**config.mk**
```make
export PLATFORM = sky130hd
export DESIGN_NAME = adc_flag_ctrl
export DESIGN_NICKNAME = d
export VERILOG_FILES = /design/src/rtl/adc_flag_pkg.sv /design/src/rtl/adc_flag_regs.sv /design/src/rtl/adc_flag_wdog.sv /design/src/rtl/adc_flag_status.sv /design/src/rtl/adc_flag_ctrl.sv
export SDC_FILE = /design/constraint.sdc
export NUM_CORES = 1
export LEC_CHECK = 0
export CORE_AREA = 2 2 74 93
export DETAILED_ROUTE_END_ITERATION = 8
export DIE_AREA = 0 0 76 95
export GPL_ROUTABILITY_DRIVEN = 0
export PLACE_DENSITY = 0.9
export SLEW_MARGIN = 20
export SYNTH_ARGS = -nofsm -noshare
export SYNTH_HDL_FRONTEND = slang
export SYNTH_HIERARCHICAL = 1
export SYNTH_SLANG_ARGS = --single-unit
```
**constraint.sdc**
```tcl
create_clock -name clk -period 2.3 [get_ports clk]
set_input_delay 0.46 -clock clk [delete_from_list [all_inputs] [get_ports clk]]
set_output_delay 0.46 -clock clk [all_outputs]
set_load 0.01 [all_outputs]
```
**src/rtl/adc_flag_pkg.sv**
```systemverilog
// Package: shared constants and types for the ADC status/watchdog block.
// Assumes a 32-bit register bus and a fixed 5-bit channel field.
package adc_flag_pkg;

    localparam int BUS_W     = 32;
    localparam int CHAN_W    = 5;
    localparam int NUM_FLAGS = 4;

    // Register byte offsets
    localparam int OFS_STAT = 'h00;
    localparam int OFS_CTRL = 'h04;
    localparam int OFS_WLO  = 'h08;
    localparam int OFS_WHI  = 'h0C;

    // Status bit positions
    localparam int FLG_WD    = 0;
    localparam int FLG_DONE  = 1;
    localparam int FLG_GDONE = 2;
    localparam int FLG_OVR   = 3;

    // Control bit positions
    localparam int CB_OVR_IE   = 26;
    localparam int CB_REG_WEN  = 23;
    localparam int CB_INS_WEN  = 22;
    localparam int CB_SINGLE   = 9;
    localparam int CB_GDONE_IE = 7;
    localparam int CB_WD_IE    = 6;
    localparam int CB_DONE_IE  = 5;

    localparam logic [BUS_W-1:0] CTRL_MASK = 32'h04C0_02FF;

    typedef struct packed {
        logic              ovr_ie;
        logic              reg_wen;
        logic              ins_wen;
        logic              single;
        logic              gdone_ie;
        logic              wd_ie;
        logic              done_ie;
        logic [CHAN_W-1:0] chan_sel;
    } ctrl_t;

endpackage

```
**src/rtl/adc_flag_regs.sv**
```systemverilog
// Module: register file for control and thresholds, plus the read mux.
// Assumes writes are full 32-bit words; a status write yields a per-bit
// clear vector (bits written 0) for the flag module and stores nothing here.
module adc_flag_regs
    import adc_flag_pkg::*;
#(
    parameter int ADDR_W = 8,
    parameter int DATA_W = 12
) (
    input  logic                 clk,
    input  logic                 rst_n,
    input  logic [ADDR_W-1:0]    bus_addr,
    input  logic                 bus_wr,
    input  logic [BUS_W-1:0]     bus_wdata,
    input  logic [NUM_FLAGS-1:0] flags_i,
    output logic [BUS_W-1:0]     bus_rdata,
    output ctrl_t                ctrl_o,
    output logic [DATA_W-1:0]    wlo_o,
    output logic [DATA_W-1:0]    whi_o,
    output logic [NUM_FLAGS-1:0] stat_clr_o
);

    localparam int PAD_D = BUS_W - DATA_W;
    localparam int PAD_F = BUS_W - NUM_FLAGS;

    logic [BUS_W-1:0]  ctrl_q;
    logic [DATA_W-1:0] wlo_q;
    logic [DATA_W-1:0] whi_q;
    logic sel_stat, sel_ctrl, sel_wlo, sel_whi;

    // Address decode
    always_comb begin
        sel_stat = (bus_addr == ADDR_W'(OFS_STAT));
        sel_ctrl = (bus_addr == ADDR_W'(OFS_CTRL));
        sel_wlo  = (bus_addr == ADDR_W'(OFS_WLO));
        sel_whi  = (bus_addr == ADDR_W'(OFS_WHI));
    end

    // Register writes; reserved control bits are masked off at the write
    always_ff @(posedge clk) begin
        if (!rst_n) begin
            ctrl_q <= '0;
            wlo_q  <= '0;
            whi_q  <= '1;
        end else if (bus_wr) begin
            if (sel_ctrl) ctrl_q <= bus_wdata & CTRL_MASK;
            if (sel_wlo)  wlo_q  <= bus_wdata[DATA_W-1:0];
            if (sel_whi)  whi_q  <= bus_wdata[DATA_W-1:0];
        end
    end

    // Status write produces clear requests for bits written as 0
    always_comb begin
        stat_clr_o = (bus_wr && sel_stat) ? ~bus_wdata[NUM_FLAGS-1:0] : '0;
    end

    // Read mux
    always_comb begin
        if (sel_stat)      bus_rdata = {{PAD_F{1'b0}}, flags_i};
        else if (sel_ctrl) bus_rdata = ctrl_q;
        else if (sel_wlo)  bus_rdata = {{PAD_D{1'b0}}, wlo_q};
        else if (sel_whi)  bus_rdata = {{PAD_D{1'b0}}, whi_q};
        else               bus_rdata = '0;
    end

    // Unpack control fields
    always_comb begin
        ctrl_o.ovr_ie   = ctrl_q[CB_OVR_IE];
        ctrl_o.reg_wen  = ctrl_q[CB_REG_WEN];
        ctrl_o.ins_wen  = ctrl_q[CB_INS_WEN];
        ctrl_o.single   = ctrl_q[CB_SINGLE];
        ctrl_o.gdone_ie = ctrl_q[CB_GDONE_IE];
        ctrl_o.wd_ie    = ctrl_q[CB_WD_IE];
        ctrl_o.done_ie  = ctrl_q[CB_DONE_IE];
        ctrl_o.chan_sel = ctrl_q[CHAN_W-1:0];
    end

    assign wlo_o = wlo_q;
    assign whi_o = whi_q;

endmodule

```
**src/rtl/adc_flag_wdog.sv**
```systemverilog
// Module: window comparator with group and channel qualification.
// Assumes unsigned results; values equal to a threshold are inside the window.
module adc_flag_wdog
    import adc_flag_pkg::*;
#(
    parameter int DATA_W = 12
) (
    input  logic              conv_valid,
    input  logic              conv_inserted,
    input  logic [CHAN_W-1:0] conv_chan,
    input  logic [DATA_W-1:0] conv_data,
    input  ctrl_t             ctrl_i,
    input  logic [DATA_W-1:0] wlo_i,
    input  logic [DATA_W-1:0] whi_i,
    output logic              hit_o
);

    logic grp_en;
    logic chan_ok;
    logic outside;

    // Qualify group, channel and window, then combine
    always_comb begin
        grp_en  = conv_inserted ? ctrl_i.ins_wen : ctrl_i.reg_wen;
        chan_ok = !ctrl_i.single || (conv_chan == ctrl_i.chan_sel);
        outside = (conv_data < wlo_i) || (conv_data > whi_i);
        hit_o   = conv_valid && grp_en && chan_ok && outside;
    end

endmodule

```
**src/rtl/adc_flag_status.sv**
```systemverilog
// Module: bank of sticky flags; a set request overrides a clear request.
// Assumes set and clear are single-cycle requests.
module adc_flag_status #(
    parameter int NUM = 4
) (
    input  logic           clk,
    input  logic           rst_n,
    input  logic [NUM-1:0] set_i,
    input  logic [NUM-1:0] clr_i,
    output logic [NUM-1:0] flag_o
);

    for (genvar i = 0; i < NUM; i++) begin : g_flag
        logic q;
        // One sticky bit: set has priority, clear otherwise, else hold
        always_ff @(posedge clk) begin
            if (!rst_n)        q <= 1'b0;
            else if (set_i[i]) q <= 1'b1;
            else if (clr_i[i]) q <= 1'b0;
        end
        assign flag_o[i] = q;
    end

endmodule

```
**src/rtl/adc_flag_ctrl.sv**
```systemverilog
// Module: top of the ADC status/watchdog block. Builds the flag set and
// clear requests from conversion strobes, the bus and the data-read strobe,
// and forms the combined interrupt. Assumes one conversion per cycle at most.
module adc_flag_ctrl
    import adc_flag_pkg::*;
#(
    parameter int ADDR_W = 8,
    parameter int DATA_W = 12
) (
    input  logic              clk,
    input  logic              rst_n,
    input  logic              conv_valid,
    input  logic              conv_inserted,
    input  logic              conv_last,
    input  logic [4:0]        conv_chan,
    input  logic [DATA_W-1:0] conv_data,
    input  logic              data_rd,
    input  logic [ADDR_W-1:0] bus_addr,
    input  logic              bus_wr,
    input  logic [31:0]       bus_wdata,
    output logic [31:0]       bus_rdata,
    output logic              irq
);

    ctrl_t                ctrl;
    logic [DATA_W-1:0]    wlo;
    logic [DATA_W-1:0]    whi;
    logic [NUM_FLAGS-1:0] stat_clr;
    logic [NUM_FLAGS-1:0] flag_set;
    logic [NUM_FLAGS-1:0] flag_clr;
    logic [NUM_FLAGS-1:0] flag_q;
    logic [NUM_FLAGS-1:0] flag_en;
    logic                 wd_hit;

    adc_flag_regs #(.ADDR_W(ADDR_W), .DATA_W(DATA_W)) u_regs (
        .clk        (clk),
        .rst_n      (rst_n),
        .bus_addr   (bus_addr),
        .bus_wr     (bus_wr),
        .bus_wdata  (bus_wdata),
        .flags_i    (flag_q),
        .bus_rdata  (bus_rdata),
        .ctrl_o     (ctrl),
        .wlo_o      (wlo),
        .whi_o      (whi),
        .stat_clr_o (stat_clr)
    );

    adc_flag_wdog #(.DATA_W(DATA_W)) u_wdog (
        .conv_valid    (conv_valid),
        .conv_inserted (conv_inserted),
        .conv_chan     (conv_chan),
        .conv_data     (conv_data),
        .ctrl_i        (ctrl),
        .wlo_i         (wlo),
        .whi_i         (whi),
        .hit_o         (wd_hit)
    );

    // Hardware set requests per flag
    always_comb begin
        flag_set            = '0;
        flag_set[FLG_WD]    = wd_hit;
        flag_set[FLG_DONE]  = conv_valid;
        flag_set[FLG_GDONE] = conv_valid && conv_inserted && conv_last;
        flag_set[FLG_OVR]   = conv_valid && !conv_inserted && flag_q[FLG_DONE];
    end

    // Clear requests: bus writes of 0, plus data read for the done flag
    always_comb begin
        flag_clr           = stat_clr;
        flag_clr[FLG_DONE] = stat_clr[FLG_DONE] || data_rd;
    end

    adc_flag_status #(.NUM(NUM_FLAGS)) u_status (
        .clk    (clk),
        .rst_n  (rst_n),
        .set_i  (flag_set),
        .clr_i  (flag_clr),
        .flag_o (flag_q)
    );

    // Interrupt enables aligned to flag positions, then combined
    always_comb begin
        flag_en            = '0;
        flag_en[FLG_WD]    = ctrl.wd_ie;
        flag_en[FLG_DONE]  = ctrl.done_ie;
        flag_en[FLG_GDONE] = ctrl.gdone_ie;
        flag_en[FLG_OVR]   = ctrl.ovr_ie;
        irq                = |(flag_q & flag_en);
    end

endmodule

```
**Word-level counts from Yosys, hierarchy flattened**

Cells that the tools add are included.

- Input bits: 64
- Bits in registers: 40

- Eq/ne operators: 4
- Muxes and demuxes: 14
- Reduce and logical (&&, ||, !) cells: 22
- Bitwise operators: 2
- $lt $le $gt $ge: 2

Operators with widths:

| cell | count |
|---|---|
| two-way mux 32 bit | 3 |
| equality test 8 x 4 -> 1 bit, second input constant | 2 |
| greater-than comparator 12 bit | 1 |
| < comparator 12 bit | 1 |
| two-way mux 12 bit | 1 |
| two-way mux 1 bit | 9 |
| equality test 8 x 3 -> 1 bit, second input constant | 1 |
| logical AND 1 bit | 8 |
| logical NOT 8 bit | 1 |
| nonzero test 2 bit | 4 |
| AND reduction 2 bit | 3 |
| equality test 5 bit | 1 |
| AND 4 bit | 1 |
| two-way mux 4 bit | 1 |
| inverter 4 bit | 1 |
| OR reduction 4 bit | 1 |
| logical OR 1 bit | 3 |
| logical NOT 1 bit | 2 |

**Logic depth before layout (Yosys ltp)**

- Word-level depth: 6
- Mapped depth: 8
- Mapped depth without buffers: 8

**Hierarchy**

The synthesis kept the hierarchy.

Modules (own cells, without submodules):

| module | instances | cells an instance | area each (µm²) |
|---|---|---|---|
| adc_flag_regs | 1 | 238 | 1,969.4 |
| adc_flag_wdog | 1 | 91 | 640.6 |
| adc_flag_status | 1 | 16 | 195.2 |
| adc_flag_ctrl | 1 | 7 | 38.8 |

**Worst setup path after synthesis**

No wires, ideal clock.

- Path type: in2out
- Start: in bus_addr[5]
- End: out bus_rdata[22]
- Data required time: 1.840 ns
- Cell stages on the path: 4
- Path buffers: 1
- Path slack: 0.188 ns
- Arrival: 1.652 ns
- Cell sequence: or4_1 > buf_2 > nor4b_1 > and2_1

- Cells in the longest elaborated chain, start to end: 3
- Elaborated cells between the ends (all ways): 4

Ends and longest elaborated chain:

| element | line | source |
|---|---|---|
| start, declared | adc_flag_ctrl.sv:18 | `input logic [ADDR_W-1:0] bus_addr,` |
| equality test 8 x 3 -> 1 bit | adc_flag_regs.sv:34 | `sel_ctrl = (bus_addr == ADDR_W'(OFS_CTRL));` |
| two-way mux 32 bit | adc_flag_regs.sv:60 | `else if (sel_ctrl) bus_rdata = ctrl_q;` |
| two-way mux 32 bit * | adc_flag_regs.sv:59 | `if (sel_stat) bus_rdata = {{PAD_F{1'b0}}, flags_i};` |
| end, declared | adc_flag_ctrl.sv:21 | `output logic [31:0] bus_rdata,` |

Every way passes the cells marked *; elsewhere a longest branch is shown, timed or not.

**Worst setup path in the final report**

- Start: in bus_addr[1]
- End: out bus_rdata[22]

Same word-level chain as after synthesis.

==> results.md <==
- Clock slew at reported path FFs: about 0.07 ns
- WP data arrival: approximately 1.8 ns
- FF+latch count, synth: 40
- # rows: 33
- TritonCTS Sinks: 40
- Dpl cell area: around 0.0036 mm²
- Max cap viols: 0
- Mapped Cells: between 300 and 400
- Initial antenna violation count: 0
- Worst path max stage delay: 0.42 ns
- PortBufs: 62
- Reg area: roughly 800 µm²
- CP startpoint kind: input pin
- Ys flop type: dfxtp_1
- Post-synth EDFFs: 0
- Power density of the placed cells: 391 mW/mm²
- Post-DP HPWL: between 6000 and 7000 µm
- Die area: a little over 0.007 mm²
- Max Slew Vio Count: 0
- Critical Path, Cell by Cell: clkdlybuf4s50_1 > or2_2 > nor4b_4 > buf_4 > and2_4 > buf_6
- FMAX: about 0.44 GHz
- Slew HR: about two thirds
- GRT Overall Usage: between 20% and 30%
- Grt total ovfl: 0
- CTS Root Cell: clkbuf_8
- Antenna Nets Post-Route: 0
- Synthesis Warnings: 6
- RSZ-0062 raised after global routing: yes
- Layout cells sized above 1: between 10% and 20%
- Fin. Hold Viols: 0
- Cell area after synthesis: between 0.002 and 0.003 mm²
- Maximum buffer depth of the clock tree: 2
- Slowest CP cell: clkdlybuf4s50_1
- Peak VDD IR: 0.407 mV
- Drt wl/cell: between 15 and 20 µm
- DP Cell Count: roughly 500
- Final non-filler cell total: between 500 and 600
- Setup violations, final: 0
- Fin Hold WS: between 0.4 and 0.5 ns
- Critical path class: input pin to output pin
- Largest family of logic cells by synthesized area: simple AND/OR/NAND/NOR gates
- TritonCTS Buffers: 5
- Least-Margin Pin Slew: 0.501 ns
- CTS H-Tree Depth: 2
- Routed WL: 7870 µm
- Tcrit/Tclk final: between 90 and 100%
- Initial DRC count: 98
- CP Max Fanout: 3
- Yosys cell types: between 40 and 50
- Outcome: complete, no violations
- Post-route cell area: between 0.003 and 0.004 mm²
- # diodes: 0
- Adder-Cell Fraction of Synth Area: approximately 10%
- Syn_area_per_cell: about 8.1 µm²
- Initial Util: 44.4%
- Commonest cells after routing, fill and taps aside: 51 x nand2_1, 41 x clkdlybuf4s50_1, 40 x dfxtp_1, 29 x buf_4, 27 x mux2i_1
- Multi-input gate area: between 0.0015 and 0.002 mm²
- Layout Area Growth over Synthesis: 31.4%
- Fin nets: 513
- Sequential-to-total area share from yosys stat: 28.2%
- CTS tree: done
- Post-Synth XOR/XNOR Area: 1.54%
- Mux cell area share after synthesis: between 10% and 20%
- Via density per instance: between 5 and 6
- Min cycle time layout: 2.29 ns
- Drt pass-1 iters: 5
- Number of global-route vias before repair: between 2k and 3k
- Post-route DRC: 0
- Io pins: 97
- Die height: 95 µm
- Hold/Removal Path Class: flop to flop
- Die W: 76 µm
- Skew-Pair Late Insertion Delay: 0.29 ns
- Leading cell type in the layout, fill and taps excluded: nand2_1
- Largest net degree at the start of global routing: 56
- First-pass GRT wire length: approximately 12000 µm
- Async S/R FF share, synth: 0%
- Pleak: 1.66 nW
- Skew final: 0.00105 ns
- Compound-Gate Fraction of Synth Area: ~16%
- Final-layout fill cell count: between 500 and 600
- Worst Path Required: between 1.5 and 2 ns
- Worst path bufs/invs: 3
- Critical path's top delay family: simple AND/OR/NAND/NOR gates
- DR vias: 2833
- Post-Synth Simple-Gate Area: between 20% and 30%
- Crit. End Element: output pin
- Core area: about 0.0064 mm²
==> where the power goes <==
part / switching [W] / leakage, nW / internal [W]
Combinational: 0.000143 / 1.29 / 0.000144
Clock: 0.000229 / 0.0455 / 0.000245
Sequential: 0.00000399 / 0.323 / 0.000696
Total: 0.000375 / 1.66 / 0.00108
==> synthesized netlist by cell type (4+ instances only) <==
| master | count | share of area (%) |
|---|---|---|
| a21o_1 | 6 | 1.6 |
| a21oi_1 | 16 | 2.8 |
| a22oi_1 | 7 | 1.8 |
| a31oi_1 | 12 | 2.6 |
| buf_4 | 21 | 5.5 |
| clkbuf_1 | 15 | 2.0 |
| dfxtp_1 | 40 | 28 |
| ha_1 | 23 | 10 |
| inv_1 | 23 | 3.0 |
| mux2_2 | 5 | 2.0 |
| mux2i_1 | 27 | 9.5 |
| nand2_1 | 52 | 6.9 |
| nand3_1 | 4 | 0.70 |
| nand3b_1 | 4 | 1.1 |
| nand4_1 | 5 | 1.1 |
| nor2_1 | 15 | 2.0 |
| nor2b_1 | 4 | 0.88 |
| nor2b_4 | 4 | 1.9 |
| nor4_1 | 13 | 2.9 |
| o2111ai_1 | 5 | 1.5 |
| o21a_1 | 5 | 1.3 |
| o21ai_0 | 16 | 2.8 |
==> tightest hold or removal path, cell delays in order, from the launching register on <==
cell     delay [ns]
dfxtp_1        0.33
nand2_1        0.06
mux2i_1        0.06
==> layout make-up <==
| type | instances | share of cell area, % |
|---|---|---|
| Multi-Input combinational cell | 263 | 48.9 |
| Timing Repair Buffer | 93 | 22.1 |
| Sequential cell | 40 | 21.4 |
| Tap cell | 87 | 2.91 |
| Clock buffer | 8 | 2.41 |
| Inverter | 23 | 2.31 |
==> sequential cells by signal, indices dropped and copies added, names as in the netlist <==
register	flops
u_status/g_flag.q	4
u_regs/ctrl_q	12
u_regs/whi_o	12
u_regs/wlo_o	12
==> timing repair <==
action	CTS	global route
setup endpoints to repair	15	15
pin swaps	3	0
buffers inserted	0	2
gates resized for setup	61	14
hold buffers	0	0
==> kinds of logic (layout without fill, tap and decap cells) <==
family | Yosys count | count (layout)
AO/OA/AOI/OAI | 71 | 71
XOR/XNOR | 5 | 5
adder cells (fa/ha/maj) | 23 | 23
buffers and inverters | 65 | 124
flip-flops | 40 | 40
multiplexers | 32 | 32
other | 1 | 17
AND/OR/NAND/NOR | 115 | 115
==> per-layer routing <==
| layer | vias up | track usage, % | part of all wire (%) |
|---|---|---|---|
| met1 | 1309 | 22.6 | 37 |
| met4 | 0 | 11.5 | 3.3 |
| li1 | 1355 | - | - |
| met2 | 147 | 41.2 | 52 |
| met3 | 22 | 3.92 | 6.8 |
| met5 | - | 0 | 0 |
==> stage by stage <==
stage / setup WS (ns) / total power, W / util, % / setup TNS, ns
after detailed placement: -0.689 / 0.000992 / 56.5 / -9.52
final: 0.00929 / 0.00146 / 58.4 / 0
after CTS: 0.00278 / 0.00146 / 57.9 / 0
after global placement: -0.659 / 0.000981 / 56.5 / -8.29
after floorplan: 0.188 / 0.000867 / - / 0
after global routing: -0.0417 / 0.00150 / 58.4 / -0.251
==> worst paths after layout <==
| path | cells after the start | slack, ns | end | startpoint |
|---|---|---|---|---|
| worst min register to register | 2 | 0.49 | u_regs/ctrl_q[22]$_SDFFE_PN0P_ | u_regs/ctrl_q[22]$_SDFFE_PN0P_ |
| worst min-delay path | 2 | 0.49 | u_regs/ctrl_q[22]$_SDFFE_PN0P_ | u_regs/ctrl_q[22]$_SDFFE_PN0P_ |
| worst max register to register | 8 | 0.45 | u_status/g_flag[0].q$_SDFFE_PN0P_ | u_regs/whi_o[11]$_SDFFE_PN1P_ |
| worst max-delay path | 6 | 0.009 | bus_rdata[22] | bus_addr[1] |
Power figures use the tool's default switching activity.
